`config.mk`:
```
export PLATFORM = sky130hd
export DESIGN_NAME = bitseq_trigger
export DESIGN_NICKNAME = d
export VERILOG_FILES = /design/src/rtl/bitseq_pkg.sv /design/src/rtl/bitseq_source.sv /design/src/rtl/bitseq_history.sv /design/src/rtl/bitseq_match.sv /design/src/rtl/bitseq_trigger.sv
export SDC_FILE = /design/constraint.sdc
export NUM_CORES = 1
export LEC_CHECK = 0
export ABC_AREA = 1
export BUFFER_PORTS_ARGS = -buffer_cell sky130_fd_sc_hd__buf_4
export CAP_MARGIN = 5
export CORE_MARGIN = 1.5
export CORE_UTILIZATION = 55
export CTS_CLUSTER_SIZE = 14
export DETAILED_ROUTE_END_ITERATION = 16
export PLACE_DENSITY = 0.91
export SYNTH_ARGS = -nofsm -noshare
export SYNTH_HDL_FRONTEND = slang
export SYNTH_SLANG_ARGS = --single-unit
```
`constraint.sdc`:
```
create_clock -name clk -period 4.25 [get_ports clk]
set_input_delay 1.275 -clock clk [delete_from_list [all_inputs] [get_ports clk]]
set_output_delay 1.275 -clock clk [all_outputs]
set_load 0.02 [all_outputs]
```
`src/rtl/bitseq_pkg.sv`:
```
package bitseq_pkg;

  typedef enum logic [1:0] {
    EDGE_NONE = 2'd0,
    EDGE_RISE = 2'd1,
    EDGE_FALL = 2'd2,
    EDGE_ANY  = 2'd3
  } edge_e;

  typedef enum logic [1:0] {
    SRC_LANE = 2'd0,
    SRC_AND  = 2'd1,
    SRC_OR   = 2'd2,
    SRC_XOR  = 2'd3
  } src_e;

endpackage

```
`src/rtl/bitseq_source.sv`:
```
module bitseq_source
  import bitseq_pkg::*;
#(
  parameter int NCH = 16,
  localparam int SELW = $clog2(NCH)
) (
  input  logic            clk,
  input  logic            rst,
  input  logic [NCH-1:0]  lanes,
  input  logic [SELW-1:0] clk_sel,
  input  logic [SELW-1:0] data_sel,
  input  logic [1:0]      data_mode,
  input  logic [NCH-1:0]  comb_mask,
  input  logic [NCH-1:0]  comb_inv,
  input  logic [1:0]      edge_sel,
  output logic            shift_q,
  output logic            bit_q
);

  logic [NCH-1:0] lanes_q;
  logic [NCH-1:0] term;
  logic           ck_prev;
  logic           ck_now;
  logic           edge_hit;
  logic           and_v;
  logic           or_v;
  logic           xor_v;
  logic           data_bit;

  // per-lane polarity before combining
  for (genvar g = 0; g < NCH; g++) begin : g_term
    assign term[g] = lanes_q[g] ^ comb_inv[g];
  end

  assign and_v  = &(term | ~comb_mask);
  assign or_v   = |(term & comb_mask);
  assign xor_v  = ^(term & comb_mask);
  assign ck_now = lanes_q[clk_sel];

  always_comb begin
    case (edge_e'(edge_sel))
      EDGE_NONE: edge_hit = 1'b0;
      EDGE_RISE: edge_hit = ~ck_prev & ck_now;
      EDGE_FALL: edge_hit = ck_prev & ~ck_now;
      default:   edge_hit = ck_prev ^ ck_now;
    endcase
  end

  always_comb begin
    case (src_e'(data_mode))
      SRC_LANE: data_bit = lanes_q[data_sel];
      SRC_AND:  data_bit = and_v;
      SRC_OR:   data_bit = or_v;
      default:  data_bit = xor_v;
    endcase
  end

  always_ff @(posedge clk) begin
    if (rst) begin
      lanes_q <= '0;
      ck_prev <= 1'b0;
      shift_q <= 1'b0;
      bit_q   <= 1'b0;
    end else begin
      lanes_q <= lanes;
      ck_prev <= ck_now;
      shift_q <= edge_hit;
      bit_q   <= data_bit;
    end
  end

  AST_EDGE_IS_CHANGE: assert property (@(posedge clk) disable iff (rst)
    shift_q |-> $past(ck_now != ck_prev));

  AST_RISE_DIRECTION: assert property (@(posedge clk) disable iff (rst)
    (shift_q && $past(edge_sel) == 2'd1) |-> ($past(ck_now) && !$past(ck_prev)));

  AST_NONE_SILENT: assert property (@(posedge clk) disable iff (rst)
    ($past(edge_sel) == 2'd0) |-> !shift_q);

endmodule

```
`src/rtl/bitseq_history.sv`:
```
module bitseq_history #(
  parameter int PW = 32,
  localparam int LENW = $clog2(PW) + 1
) (
  input  logic            clk,
  input  logic            rst,
  input  logic            en,
  input  logic            shift,
  input  logic            din,
  output logic [PW-1:0]   hist,
  output logic [LENW-1:0] fill,
  output logic            upd
);

  always_ff @(posedge clk) begin
    if (rst || !en) begin
      hist <= '0;
      fill <= '0;
      upd  <= 1'b0;
    end else begin
      upd <= shift;
      if (shift) begin
        hist <= {hist[PW-2:0], din};
        if (fill != LENW'(PW)) fill <= fill + LENW'(1);
      end
    end
  end

  AST_NEWEST_AT_LSB: assert property (@(posedge clk) disable iff (rst)
    (en && shift) |=> (hist[0] == $past(din)));

  AST_OLDER_MOVE_UP: assert property (@(posedge clk) disable iff (rst)
    (en && shift) |=> (hist[PW-1:1] == $past(hist[PW-2:0])));

  AST_DISABLE_CLEARS: assert property (@(posedge clk) disable iff (rst)
    !en |=> (fill == '0 && hist == '0 && !upd));

endmodule

```
`src/rtl/bitseq_match.sv`:
```
module bitseq_match #(
  parameter int PW = 32,
  localparam int LENW = $clog2(PW) + 1
) (
  input  logic            clk,
  input  logic            rst,
  input  logic            en,
  input  logic [PW-1:0]   hist,
  input  logic [LENW-1:0] fill,
  input  logic            upd,
  input  logic [PW-1:0]   pat_val,
  input  logic [PW-1:0]   pat_care,
  input  logic [LENW-1:0] pat_len,
  output logic            trig
);

  logic [LENW-1:0] len_eff;
  logic [PW-1:0]   lmask;
  logic            filled;
  logic            hit;

  assign len_eff = (pat_len > LENW'(PW)) ? LENW'(PW) : pat_len;

  // window of compared positions
  for (genvar g = 0; g < PW; g++) begin : g_lmask
    assign lmask[g] = (len_eff > LENW'(g));
  end

  assign filled = (fill >= len_eff);
  assign hit    = (len_eff != '0) && filled &&
                  (((hist ^ pat_val) & pat_care & lmask) == '0);

  always_ff @(posedge clk) begin
    if (rst) trig <= 1'b0;
    else     trig <= en & upd & hit;
  end

  AST_TRIG_AFTER_UPDATE: assert property (@(posedge clk) disable iff (rst)
    trig |-> $past(upd));

  AST_LEN_ZERO_SILENT: assert property (@(posedge clk) disable iff (rst)
    trig |-> ($past(pat_len) != '0));

  AST_TRIG_NEEDS_FILL: assert property (@(posedge clk) disable iff (rst)
    trig |-> ($past(fill) != '0));

endmodule

```
`src/rtl/bitseq_trigger.sv`:
```
module bitseq_trigger #(
  parameter int NCH = 16,
  parameter int PW = 32,
  localparam int SELW = $clog2(NCH),
  localparam int LENW = $clog2(PW) + 1
) (
  input  logic            clk,
  input  logic            rst,
  input  logic            en,
  input  logic [NCH-1:0]  lanes,
  input  logic [SELW-1:0] clk_sel,
  input  logic [SELW-1:0] data_sel,
  input  logic [1:0]      data_mode,
  input  logic [NCH-1:0]  comb_mask,
  input  logic [NCH-1:0]  comb_inv,
  input  logic [1:0]      edge_sel,
  input  logic [PW-1:0]   pat_val,
  input  logic [PW-1:0]   pat_care,
  input  logic [LENW-1:0] pat_len,
  output logic            trig
);

  logic            shift_q;
  logic            bit_q;
  logic [PW-1:0]   hist;
  logic [LENW-1:0] fill;
  logic            upd;

  bitseq_source #(.NCH(NCH)) u_source (
    .clk       (clk),
    .rst       (rst),
    .lanes     (lanes),
    .clk_sel   (clk_sel),
    .data_sel  (data_sel),
    .data_mode (data_mode),
    .comb_mask (comb_mask),
    .comb_inv  (comb_inv),
    .edge_sel  (edge_sel),
    .shift_q   (shift_q),
    .bit_q     (bit_q)
  );

  bitseq_history #(.PW(PW)) u_history (
    .clk   (clk),
    .rst   (rst),
    .en    (en),
    .shift (shift_q),
    .din   (bit_q),
    .hist  (hist),
    .fill  (fill),
    .upd   (upd)
  );

  bitseq_match #(.PW(PW)) u_match (
    .clk      (clk),
    .rst      (rst),
    .en       (en),
    .hist     (hist),
    .fill     (fill),
    .upd      (upd),
    .pat_val  (pat_val),
    .pat_care (pat_care),
    .pat_len  (pat_len),
    .trig     (trig)
  );

  AST_IDLE_WHEN_OFF: assert property (@(posedge clk) disable iff (rst)
    !en |=> !trig);

  AST_RESET_QUIET: assert property (@(posedge clk)
    rst |=> !trig);

endmodule

```
==> impl_metrics.prom <==
# TYPE chip_impl_metric gauge
chip_impl_info{name="status",value="finished clean"} 1
chip_impl_metric{name="placement.setup.worst_slack",unit="ns"} 1.350
chip_impl_metric{name="place.port_buffers",unit=""} 133
chip_impl_metric{name="cp_max_fo",unit=""} 2
chip_impl_info{name="grt_setup_unrepaired",value="false"} 1
chip_impl_metric{name="die_x",unit="microns"} 88.95
chip_impl_metric{name="clk_transition_reported_paths",unit="ns"} 0.07
chip_impl_metric{name="detail_placement_hpwl",unit="mm"} 10.09
chip_impl_metric{name="io_pins",unit=""} 134
chip_impl_info{name="synth_top_flop_cell",value="dfxtp_1"} 1
chip_impl_metric{name="whs",unit="ns"} 0.4692
chip_impl_metric{name="peakVddDrop",unit="mV"} 0.3133
chip_impl_metric{name="placeableCoreArea",unit="sq mm"} 0.007214
chip_impl_metric{name="synth-compound-area-share",unit="%"} 17.12
chip_impl_metric{name="ys_types",unit=""} 41
chip_impl_metric{name="power-per-cell-area",unit="mW/mm^2"} 263.7
chip_impl_metric{name="tns",unit="ns"} 0
chip_impl_info{name="worst_setup_path_end_kind",value="flop"} 1
chip_impl_info{name="hp-start",value="u_source.bit_q$_SDFF_PP0_"} 1
chip_impl_metric{name="fp.dieArea",unit="sq mm"} 0.007911
chip_impl_metric{name="numClockSinks",unit=""} 59
chip_impl_info{name="worstSetupPathType",value="input pin to flop"} 1
chip_impl_info{name="timing.critical_path.from",value="comb_inv[7]"} 1
chip_impl_metric{name="slew_headroom",unit="%"} 64.09
chip_impl_metric{name="drc",unit=""} 0
chip_impl_metric{name="finalHoldViolCount",unit=""} 0
chip_impl_metric{name="synth-adder-area-share",unit="%"} 5.544
chip_impl_metric{name="areaGrowthSynthToFinish",unit="%"} 30.71
chip_impl_metric{name="die_h",unit="microns"} 88.95
chip_impl_metric{name="synth_simple_gate_area_share",unit="%"} 31.60
chip_impl_metric{name="routabilityCongestion",unit=""} 0.9360
chip_impl_metric{name="antenna_found_initial",unit=""} 0
chip_impl_info{name="setup.worst_path.start_class",value="input pin"} 1
chip_impl_metric{name="synth_warnings",unit=""} 0
chip_impl_metric{name="async_sr_flop_fraction",unit="%"} 0
chip_impl_metric{name="cts_max_level",unit=""} 3
chip_impl_metric{name="pin_count_of_the_biggest_net_entering_global_routing",unit=""} 35
chip_impl_metric{name="timing.final.crit_share",unit="%"} 60.31
chip_impl_metric{name="cts_setup_buffers",unit=""} 0
chip_impl_metric{name="ys_seq_area_share",unit="%"} 29.07
chip_impl_metric{name="routed_via_density",unit=""} 5.359
chip_impl_metric{name="min_clock_period_post_route",unit="ns"} 2.563
chip_impl_info{name="timing.rr.start",value="u_source.shift_q$_SDFF_PP0_"} 1
chip_impl_metric{name="setup_viol",unit=""} 0
chip_impl_metric{name="remaining_global_route_overflow",unit=""} 0
chip_impl_metric{name="skew",unit="ns"} 0.009351
chip_impl_metric{name="cellLeakagePower",unit="nW"} 2.494
chip_impl_metric{name="post-place-cells",unit=""} 842
chip_impl_metric{name="cp.arrival",unit="ns"} 2.80
chip_impl_info{name="cts_root_buffer_type",value="clkbuf_8"} 1
chip_impl_metric{name="worst-slew-pin-transition",unit="ns"} 0.5379
chip_impl_metric{name="wire_length_of_the_first_global_routing_pass",unit="mm"} 19.03
chip_impl_metric{name="cts_buffers",unit=""} 9
chip_impl_metric{name="num_rows",unit=""} 31
chip_impl_metric{name="overall_power_after_layout",unit="mW"} 1.400
chip_impl_info{name="worstHoldPathType",value="flop to flop"} 1
chip_impl_metric{name="required_time_of_the_critical_path",unit="ns"} 4.49
chip_impl_metric{name="first_iteration_detailed_routing_drc_count",unit=""} 254
chip_impl_metric{name="cap_viol_max_count",unit=""} 0
chip_impl_metric{name="syn-instance-count",unit=""} 624
chip_impl_metric{name="worst_slack",unit="ns"} 1.687
chip_impl_metric{name="cell_area_synth",unit="sq mm"} 0.004063
chip_impl_metric{name="finalNonFillerCells",unit=""} 858
chip_impl_metric{name="clkLatencyLatePin",unit="ns"} 0.35
chip_impl_metric{name="antenna-diode-count",unit=""} 0
chip_impl_metric{name="cts_resized",unit=""} 0
chip_impl_metric{name="drtPass1Iterations",unit=""} 5
chip_impl_metric{name="holdBufCountCts",unit=""} 0
chip_impl_metric{name="post_synth_edffs",unit=""} 0
chip_impl_info{name="netlist_top_cells_area",value="dfxtp_1 29%, nand2_1 15%, inv_1 7.7%"} 1
chip_impl_metric{name="nNetsFinal",unit=""} 905
chip_impl_metric{name="synth.area.mux_share",unit="%"} 0
chip_impl_info{name="clock_tree_from_tritoncts",value="yes"} 1
chip_impl_metric{name="synth_top_cell_area_share",unit="%"} 29.07
chip_impl_metric{name="grt.total_usage",unit="%"} 31.64
chip_impl_metric{name="xor_xnor_share_of_the_synthesized_area",unit="%"} 6.899
chip_impl_metric{name="start_util",unit="%"} 56.31
chip_impl_info{name="synth_top_family_by_area",value="simple AND/OR/NAND/NOR gates"} 1
chip_impl_metric{name="synth_seq_cells",unit=""} 59
chip_impl_metric{name="post_route_cells_drive_above_1_share",unit="%"} 23.98
chip_impl_metric{name="first_global_vias",unit=""} 4359
chip_impl_metric{name="pins_over_slew_limit",unit=""} 0
chip_impl_metric{name="ctsLongestPathBuffers",unit=""} 2
chip_impl_metric{name="synth.net_count",unit=""} 775
chip_impl_metric{name="clock.fmax",unit="GHz"} 0.3902
chip_impl_info{name="post-synth-top-area-cell",value="dfxtp_1"} 1
chip_impl_metric{name="wl_per_cell",unit="microns"} 14.35
chip_impl_metric{name="filler_cell_count",unit=""} 605
chip_impl_metric{name="syn-mean-instance-area",unit="sq um"} 6.511
chip_impl_metric{name="dr_total_vias",unit=""} 4598
chip_impl_metric{name="post_detailed_routing_wire_length",unit="mm"} 12.32
chip_impl_metric{name="route.antenna.remaining_nets",unit=""} 0
## kinds of logic after synthesis
logic type | count (synthesis)
buffers and inverters | 102
AND/OR/NAND/NOR | 292
flip-flops | 59
XOR/XNOR | 32
AO/OA/AOI/OAI | 121
adder cells (fa/ha/maj) | 18
## metrics by stage
step | instance area [sq um] | util, %
floorplan | 4063 | -
global placement | 5130 | 71.11
detailed placement | 5130 | 71.11
CTS | 5310 | 73.60
global route | 5310 | 73.60
finish | 5310 | 73.60
## cell usage after synthesis, types with 5 or more instances
library cell	number
dfxtp_1	59
a21oi_1	54
or2_2	9
nor3_1	6
nor2_1	64
ha_1	18
xnor2_1	21
nand2_2	5
inv_1	83
clkbuf_1	9
o21ai_0	34
nand4_1	11
nand2_1	160
nand3_1	22
xor2_1	11
o211ai_1	15
## power by group
group          internal, mW  total, mW  switching [mW]
Clock                 0.241      0.471           0.229
Sequential            0.566      0.578          0.0118
Combinational         0.172      0.352           0.180
Total                 0.979       1.40           0.421
## worst max-delay path: stages
cell     delay (ns)
buf_4          0.12
xnor2_1        0.28
inv_1          0.07
nand2_1        0.08
ha_1           0.23
xnor2_1        0.21
xnor2_1        0.16
o21ai_0        0.09
a21oi_1        0.12
o21a_1         0.12
nor2_1         0.04
## placed cells by master, fill, tap and decap left out, types with 2 or more instances in the layout
master and n:
nor3_1 6, nand2_1 160, clkinv_2 3, o21ai_0 34
dfxtp_1 59, nor2_4 3, a21oi_1 54, xor2_1 11
or2_2 9, nand3_1 22, nand2_2 5, xnor2_1 21
nand3b_1 3, a21oi_2 4, o211ai_1 15, nand4_1 11
a22o_1 2, ha_1 18, inv_1 83, buf_4 135
nor2_1 64, clkbuf_8 11, o221ai_1 2, clkinvlp_4 2
a31oi_1 2, nor2_2 3, nand2_4 3
## routing by layer
metal  track usage [%]  share of wire (%)
met1             37.51                 40
met2             55.79                 49
met3             5.910                6.7
met4             13.99                4.2
met5                 0                  0
## worst paths after layout
check                                         to  slack (ns)  depth (start not counted)
setup reg to reg  u_history.fill[4]$_SDFFE_PP0P_        2.04                          8
hold reg to reg   u_history.hist[0]$_SDFFE_PP0P_        0.47                          2
setup / recovery       u_source.bit_q$_SDFF_PP0_        1.69                         11
hold / removal    u_history.hist[0]$_SDFFE_PP0P_        0.47                          2
## registers in the layout, indices dropped and copies added, names as in the netlist
name	count
u_history.hist	32
u_match.trig	1
u_source.bit_q	1
u_source.ck_prev	1
u_source.shift_q	1
u_source.lanes_q	16
u_history.upd	1
u_history.fill	6
## area by class of cell
cell class,instances,area [sq um],share of cell area [%]
inverter,86,326.6,6.150
multi-input combinational,463,2485,46.80
timing repair buffer,135,1013,19.09
clock inverter,4,25.02,0.4713
clock buffer,12,155.1,2.922
sequential,59,1181,22.24
tap,99,123.9,2.333
No activity file was read; power rests on OpenSTA's default activity.
